<file path="config.mk">
export PLATFORM = sky130hd
export DESIGN_NAME = phase_decider
export DESIGN_NICKNAME = d
export VERILOG_FILES = /design/src/rtl/phase_pkg.sv /design/src/rtl/arm_counter.sv /design/src/rtl/phase_timer.sv /design/src/rtl/switch_logic.sv /design/src/rtl/phase_decider.sv
export SDC_FILE = /design/constraint.sdc
export NUM_CORES = 1
export LEC_CHECK = 0
export ABC_AREA = 0
export CAP_MARGIN = 40
export CORE_MARGIN = 2
export CORE_UTILIZATION = 45
export DETAILED_ROUTE_END_ITERATION = 7
export PLACE_DENSITY = 0.72
export SYNTH_ARGS = -nofsm -noshare
export SYNTH_HDL_FRONTEND = slang
export SYNTH_HIERARCHICAL = 1
export SYNTH_SLANG_ARGS = --single-unit
export TNS_END_PERCENT = 5
</file>
<file path="constraint.sdc">
create_clock -name clk_i -period 17.94 [get_ports clk_i]
set_clock_uncertainty 0.2 [all_clocks]
set_input_delay 3.588 -clock clk_i [delete_from_list [all_inputs] [get_ports clk_i]]
set_output_delay 3.588 -clock clk_i [all_outputs]
set_load 0.02 [all_outputs]
</file>
<file path="src/rtl/phase_pkg.sv">
package phase_pkg;
  typedef enum logic [1:0] {
    PH_GREEN = 2'd0,
    PH_LEFT  = 2'd1,
    PH_PED   = 2'd2,
    PH_PED_X = 2'd3
  } phase_e;
endpackage

</file>
<file path="src/rtl/arm_counter.sv">
module arm_counter #(
  parameter int CNT_W = 8
) (
  input  logic             clk_i,
  input  logic             rst_ni,
  input  logic             clear_i,
  input  logic             enter_i,
  input  logic             leave_i,
  output logic [CNT_W-1:0] count_o,
  output logic             changed_o
);
  localparam logic [CNT_W-1:0] CNT_MAX = '1;

  logic [CNT_W-1:0] cnt_q, cnt_d;

  always_comb begin
    cnt_d = cnt_q;
    if (enter_i && !leave_i && cnt_q != CNT_MAX) cnt_d = cnt_q + 1'b1;
    else if (leave_i && !enter_i && cnt_q != '0) cnt_d = cnt_q - 1'b1;
    if (clear_i) cnt_d = '0;
  end

  always_ff @(posedge clk_i or negedge rst_ni) begin
    if (!rst_ni) cnt_q <= '0;
    else         cnt_q <= cnt_d;
  end

  assign count_o   = cnt_q;
  assign changed_o = (cnt_d != cnt_q);

  p_inc_r1: assert property (@(posedge clk_i) disable iff (!rst_ni)
    (!clear_i && enter_i && !leave_i && cnt_q != CNT_MAX) |=> cnt_q == $past(cnt_q) + 1'b1);
  p_both_r1: assert property (@(posedge clk_i) disable iff (!rst_ni)
    (!clear_i && enter_i && leave_i) |=> $stable(cnt_q));
  p_floor_r2: assert property (@(posedge clk_i) disable iff (!rst_ni)
    (cnt_q == '0 && leave_i && !enter_i) |=> cnt_q == '0);
  p_ceil_r2: assert property (@(posedge clk_i) disable iff (!rst_ni)
    (!clear_i && cnt_q == CNT_MAX && enter_i && !leave_i) |=> cnt_q == CNT_MAX);
endmodule

</file>
<file path="src/rtl/phase_timer.sv">
module phase_timer #(
  parameter int T_W         = 8,
  parameter int STALL_TICKS = 5
) (
  input  logic           clk_i,
  input  logic           rst_ni,
  input  logic           clear_i,
  input  logic           tick_i,
  input  logic           restart_i,
  input  logic           fav_chg_i,
  output logic [T_W-1:0] t_o,
  output logic           stall_o
);
  localparam int S_W = $clog2(STALL_TICKS + 1);
  localparam logic [S_W-1:0] S_LIM = S_W'(STALL_TICKS);
  localparam logic [T_W-1:0] T_MAX = '1;

  logic [T_W-1:0] t_q;
  logic [S_W-1:0] s_q;

  always_ff @(posedge clk_i or negedge rst_ni) begin
    if (!rst_ni) begin
      t_q <= '0;
      s_q <= '0;
    end else begin
      if (clear_i || restart_i)     t_q <= '0;
      else if (tick_i && t_q != T_MAX) t_q <= t_q + 1'b1;

      if (clear_i || restart_i || fav_chg_i) s_q <= '0;
      else if (tick_i && s_q != S_LIM)       s_q <= s_q + 1'b1;
    end
  end

  assign t_o     = t_q;
  assign stall_o = (s_q == S_LIM);

  p_restart_r3: assert property (@(posedge clk_i) disable iff (!rst_ni)
    restart_i |=> t_q == '0);
  p_idle_r3: assert property (@(posedge clk_i) disable iff (!rst_ni)
    (!clear_i && !restart_i && !tick_i) |=> $stable(t_q));
  p_stall_reset_r8: assert property (@(posedge clk_i) disable iff (!rst_ni)
    fav_chg_i |=> !stall_o);
endmodule

</file>
<file path="src/rtl/switch_logic.sv">
module switch_logic
  import phase_pkg::*;
#(
  parameter int CNT_W  = 8,
  parameter int T_W    = 8,
  parameter int COEF_W = 8,
  parameter int FRAC_W = 4
) (
  input  logic              clk_i,
  input  logic              rst_ni,
  input  logic              clear_i,
  input  logic [1:0]        phase_i,
  input  logic              fav_i,
  input  logic [T_W-1:0]    t_i,
  input  logic              stall_i,
  input  logic [CNT_W-1:0]  n0_i,
  input  logic [CNT_W-1:0]  n1_i,
  input  logic [COEF_W-1:0] alpha0_i,
  input  logic [COEF_W-1:0] alpha1_i,
  input  logic [COEF_W-1:0] beta0_i,
  input  logic [COEF_W-1:0] beta1_i,
  input  logic [T_W-1:0]    min0_i,
  input  logic [T_W-1:0]    max0_i,
  input  logic [T_W-1:0]    min1_i,
  input  logic [T_W-1:0]    max1_i,
  input  logic [T_W-1:0]    min_left_i,
  input  logic [T_W-1:0]    max_left_i,
  input  logic [T_W-1:0]    max_ped_i,
  output logic              switch_o
);
  // room for gain*count, offset and scaled opposing count
  localparam int ACC_W = COEF_W + CNT_W + FRAC_W + 2;

  phase_e ph;
  logic [CNT_W-1:0]  n_fav, n_oth;
  logic [COEF_W-1:0] a_sel, b_sel;
  logic [T_W-1:0]    min_g, max_g;
  logic signed [ACC_W-1:0] a_x, n_x, b_x, o_x, f_val;
  logic f_le0, fav_zero, want, sw_q;

  assign ph    = phase_e'(phase_i);
  assign n_fav = fav_i ? n1_i : n0_i;
  assign n_oth = fav_i ? n0_i : n1_i;
  assign a_sel = fav_i ? alpha1_i : alpha0_i;
  assign b_sel = fav_i ? beta1_i : beta0_i;
  assign min_g = fav_i ? min1_i : min0_i;
  assign max_g = fav_i ? max1_i : max0_i;

  always_comb begin
    a_x   = {{(ACC_W-COEF_W){a_sel[COEF_W-1]}}, a_sel};
    b_x   = {{(ACC_W-COEF_W){b_sel[COEF_W-1]}}, b_sel};
    n_x   = {{(ACC_W-CNT_W){1'b0}}, n_fav};
    o_x   = {{(ACC_W-CNT_W-FRAC_W){1'b0}}, n_oth, {FRAC_W{1'b0}}};
    f_val = a_x * n_x + b_x - o_x;
  end

  assign f_le0    = f_val[ACC_W-1] || (f_val == '0);
  assign fav_zero = (n_fav == '0);

  always_comb begin
    unique case (ph)
      PH_GREEN: want = (t_i >= max_g) ||
                       ((t_i >= min_g) && (fav_zero || f_le0 || stall_i));
      PH_LEFT:  want = (t_i >= max_left_i) ||
                       ((t_i >= min_left_i) && (fav_zero || stall_i));
      default:  want = (t_i >= max_ped_i);
    endcase
  end

  always_ff @(posedge clk_i or negedge rst_ni) begin
    if (!rst_ni)      sw_q <= 1'b0;
    else if (clear_i) sw_q <= 1'b0;
    else              sw_q <= want && !sw_q;
  end

  assign switch_o = sw_q;

  p_one_cycle_r3: assert property (@(posedge clk_i) disable iff (!rst_ni)
    sw_q |=> !sw_q);
  p_min_hold_r4: assert property (@(posedge clk_i) disable iff (!rst_ni)
    (ph == PH_GREEN && t_i < min_g && t_i < max_g) |-> !want);
  p_force_max_r5: assert property (@(posedge clk_i) disable iff (!rst_ni)
    (ph == PH_GREEN && t_i >= max_g && !sw_q && !clear_i) |=> sw_q);
  p_ped_only_r10: assert property (@(posedge clk_i) disable iff (!rst_ni)
    (phase_i[1] && t_i < max_ped_i) |-> !want);
  p_clear_r11: assert property (@(posedge clk_i) disable iff (!rst_ni)
    clear_i |=> !sw_q);
endmodule

</file>
<file path="src/rtl/phase_decider.sv">
module phase_decider
  import phase_pkg::*;
#(
  parameter int CNT_W       = 8,
  parameter int T_W         = 8,
  parameter int COEF_W      = 8,
  parameter int STALL_TICKS = 5
) (
  input  logic              clk_i,
  input  logic              rst_ni,
  input  logic              clear_i,
  input  logic              tick_i,
  input  logic [1:0]        enter_i,
  input  logic [1:0]        leave_i,
  input  logic [1:0]        phase_i,
  input  logic              fav_i,
  input  logic [COEF_W-1:0] alpha0_i,
  input  logic [COEF_W-1:0] alpha1_i,
  input  logic [COEF_W-1:0] beta0_i,
  input  logic [COEF_W-1:0] beta1_i,
  input  logic [T_W-1:0]    min0_i,
  input  logic [T_W-1:0]    max0_i,
  input  logic [T_W-1:0]    min1_i,
  input  logic [T_W-1:0]    max1_i,
  input  logic [T_W-1:0]    min_left_i,
  input  logic [T_W-1:0]    max_left_i,
  input  logic [T_W-1:0]    max_ped_i,
  output logic              switch_o,
  output logic [CNT_W-1:0]  count0_o,
  output logic [CNT_W-1:0]  count1_o
);
  localparam int N_ARM = 2;

  logic [CNT_W-1:0] cnt [N_ARM];
  logic [N_ARM-1:0] chg;
  logic [T_W-1:0]   t_cur;
  logic             stall, sw;

  for (genvar g = 0; g < N_ARM; g++) begin : g_arm
    arm_counter #(.CNT_W(CNT_W)) i_cnt (
      .clk_i    (clk_i),
      .rst_ni   (rst_ni),
      .clear_i  (clear_i),
      .enter_i  (enter_i[g]),
      .leave_i  (leave_i[g]),
      .count_o  (cnt[g]),
      .changed_o(chg[g])
    );
  end

  phase_timer #(.T_W(T_W), .STALL_TICKS(STALL_TICKS)) i_timer (
    .clk_i    (clk_i),
    .rst_ni   (rst_ni),
    .clear_i  (clear_i),
    .tick_i   (tick_i),
    .restart_i(sw),
    .fav_chg_i(chg[fav_i]),
    .t_o      (t_cur),
    .stall_o  (stall)
  );

  switch_logic #(.CNT_W(CNT_W), .T_W(T_W), .COEF_W(COEF_W), .FRAC_W(4)) i_sw (
    .clk_i     (clk_i),
    .rst_ni    (rst_ni),
    .clear_i   (clear_i),
    .phase_i   (phase_i),
    .fav_i     (fav_i),
    .t_i       (t_cur),
    .stall_i   (stall),
    .n0_i      (cnt[0]),
    .n1_i      (cnt[1]),
    .alpha0_i  (alpha0_i),
    .alpha1_i  (alpha1_i),
    .beta0_i   (beta0_i),
    .beta1_i   (beta1_i),
    .min0_i    (min0_i),
    .max0_i    (max0_i),
    .min1_i    (min1_i),
    .max1_i    (max1_i),
    .min_left_i(min_left_i),
    .max_left_i(max_left_i),
    .max_ped_i (max_ped_i),
    .switch_o  (sw)
  );

  assign switch_o = sw;
  assign count0_o = cnt[0];
  assign count1_o = cnt[1];

  p_clear_counts_r11: assert property (@(posedge clk_i) disable iff (!rst_ni)
    clear_i |=> (count0_o == '0 && count1_o == '0));
endmodule

</file>
==> flow_summary.toml <==
[timing]
drv_slew = 0
max_freq_ghz = 0.103
maxSlewHeadroom_pct = 53.3
whs_ps = 422
finalSetupTns_ps = 0
fin_crit_ps = 9720
setup_viol = 0
fin_crit_sh_pct = 54.2
rsz0062_at_grt = "false"
hold_violations = 0
worst_pin_slew_ps = 682

[run_status]
status = "completed"

[critical_path]
r2r_start = "g_arm[1].i_cnt/count_o[6]"
cp.arrival_ps = 9690
cp_cell_sequence = "buf_4 -> mux2i_1 -> nor2_1 -> fa_1 -> inv_1 -> fa_1 -> inv_1 -> fa_1 -> inv_1 -> fa_1 -> fa_1 -> inv_1 -> ha_1 -> and3_1 -> a31o_1 -> a41o_1 -> o2111a_1 -> nor4b_1 -> nor4_1 -> o21ai_0 -> o31ai_2"
max_stage_delay_ps = 660
path_common_cell = "fa_1"
cp-start-kind = "input port"
crit_required_ps = 17920
crit_path_end_kind = "register"
critPathLaunch = "fav_i"
crit_family = "adder cells"
cp_slowest_cell = "mux2i_1"
critPathMaxFanout = 32
critPathBufInv = 5
critPathKind = "in -> reg"

[floorplan]
start_util_pct = 45.6
die-area_mm2 = 0.0163
die_h_um = 128
fp.coreArea_mm2 = 0.0151
io_pins = 116
rows = 45
die_width_um = 128

[grt]
grtUsageTotal_pct = 21.0
grt_max_degree = 36
grt_pass1_vias = 5708
grt_overflow_total = 0
grt_pass1_wl_um = 28000
antenna_found_initial = 0

[min_path]
hold_path_class = "reg -> reg"
min-delay-start = "i_timer/s_q[0]"

[layout]
final_common_cell = "inv_1"
insertedDiodeCount = 0
fin_nets = 1158
postLayoutCellArea_mm2 = 0.00829
drive_gt1_share_pct = 6.71
layout_common_cells = "inv_1 (131), clkdlybuf4s50_1 (113), ha_1 (103)"
syn_to_final_growth_pct = 20.5

[placed_design]
port_buffers = 115
gp_congestion = 0.918
dpl-instance-area_mm2 = 0.00819
dp_hpwl_um = 13900

[yosys]
synth_area_mm2 = 0.00688
syn_avg_cell_area_um2 = 8.70
synth_edf_count = 0
synth.distinct_cells = 83
synth_largest_area_cell = "ha_1"
synthTopCellsByArea = "ha_1 (19%), fa_1 (18%), dfrtp_1 (10%), inv_1 (7.1%), mux2i_1 (5.7%)"
netlist_instances = 791
yosys_warnings = 6
synth_top_area_share_pct = 18.7
async_flop_share_pct = 100
seq_area_frac_synth_pct = 10.2
synth_seq_cells = 28
synthFlopType = "dfrtp_1"

[cts]
hold_buffers = 0
htree_levels = 1
cts.repair.resized = 0
clk_pin_slew_worst_paths_ps = 70
cts_buffer_depth = 2
cts.sinks = 28
numCtsBuffers = 3
cts_setup_buffers = 0
root_buffer = "clkbuf_16"
cts_tree = "built"
clk-insertion-delay-late_ps = 270

[route]
viasPerCell = 5.52
drtIter0Drc = 372
dr.pass1.iters = 5
wire_per_inst_um = 15.7
post-route-drc-count = 0
vias = 5969
wl_um = 16900
antenna_left = 0

[power]
p_total_mw = 1.07
p_leak_nw = 4.11
power_density_mw_per_mm2 = 130
vdd_drop_max_mv = 0.163

[flow_run]
max-cap-violations = 0
routing by layer:
| layer | track usage, % | wire length [um] | share of wire, % | up-vias |
|---|---|---|---|---|
| met5 | 0 | 0 | 0 | - |
| met4 | 4.20 | 164 | 0.97 | 0 |
| met3 | 1.17 | 649 | 3.8 | 10 |
| met2 | 35.3 | 8210 | 48 | 145 |
| met1 | 30.2 | 7930 | 47 | 2852 |
| li1 | - | - | - | 2962 |
sequential cells by signal, summed over array words and instances (netlist names):
| register | flops |
|---|---|
| g_arm.i_cnt/count_o | 16 |
| i_timer/s_q | 3 |
| i_sw/switch_o | 1 |
| i_timer/t_o | 8 |
cells by family after synthesis:
logic type / share of synthesized area (%)
buffers and inverters: 8.80
AND/OR/NAND/NOR: 16.3
AO/OA/AOI/OAI: 15.4
XOR/XNOR: 1.27
multiplexers: 11.5
flip-flops: 10.2
other: 0.0545
adder cells (fa/ha/maj): 36.5
power by group:
| part | switching, mW | internal (mW) |
|---|---|---|
| clock network | 0.0247 | 0.0446 |
| logic | 0.527 | 0.389 |
| registers | 0.0202 | 0.0681 |
worst register-to-register path: cells and delay by family (launching register included):
kind / cells / cell delay [ps]
xor gates and xnor gates: 1 / 150
buffers and inverters: 3 / 170
DFF: 1 / 550
and+or+nand+nor: 3 / 810
muxes: 1 / 610
adders and majority gates: 6 / 2760
AOI/OAI and AO/OA: 4 / 1100
cell usage after synthesis, drive strengths merged, types with 3 or more instances:
| master | count |
|---|---|
| or4b | 3 |
| xnor2 | 6 |
| nor4b | 3 |
| mux2i | 39 |
| dfrtp | 28 |
| a21boi | 4 |
| a211o | 3 |
| a32oi | 4 |
| a31oi | 10 |
| and3 | 11 |
| nor2 | 63 |
| inv | 132 |
| nand2b | 10 |
| a311oi | 7 |
| o21a | 6 |
| a221oi | 4 |
| a211oi | 6 |
| or3 | 4 |
| or2 | 7 |
| nand3 | 13 |
| xor2 | 4 |
| a21oi | 31 |
| a2111oi | 3 |
| a32o | 3 |
| nand2 | 52 |
| clkbuf | 5 |
| nand4 | 5 |
| nor3 | 19 |
| buf | 14 |
| nor4 | 6 |
| mux2 | 35 |
| fa | 61 |
| o21ai | 22 |
| ha | 103 |
| a21o | 13 |
| or4 | 3 |
| nor2b | 13 |
final timing paths:
path	to	slack, ps	cells past startpoint
min in group asynchronous	g_arm[1].i_cnt/count_o[1]	3170	1
max in group asynchronous	i_timer/t_o[5]	13910	1
worst min-delay path	i_timer/s_q[0]	420	2
worst max-delay path	i_sw/switch_o	8220	21
worst max register to register	i_sw/switch_o	11490	18
worst min register to register	i_timer/s_q[0]	420	2
metrics by stage:
step | std cells | utilization, % | setup slack [ps]
2_1_floorplan | 792 | - | 7960
3_3_place_gp | 1077 | 54.1 | 7830
3_5_place_dp | 1078 | 54.3 | 7970
4_1_cts | 1082 | 55.0 | 8240
5_1_grt | 1082 | 55.0 | 7920
6_report | 1082 | 55.0 | 8220
layout make-up:
cell class | instances | area, um^2
fillers | 1391 | 6800
multi-input cells | 612 | 5580
repair buffers | 117 | 1170
flip-flops and latches | 28 | 701
inverters | 133 | 499
well taps | 188 | 235
clock buffers | 3 | 75.1
clock inverters | 1 | 30.0
Note: power is estimated with default switching activity, not from simulation.
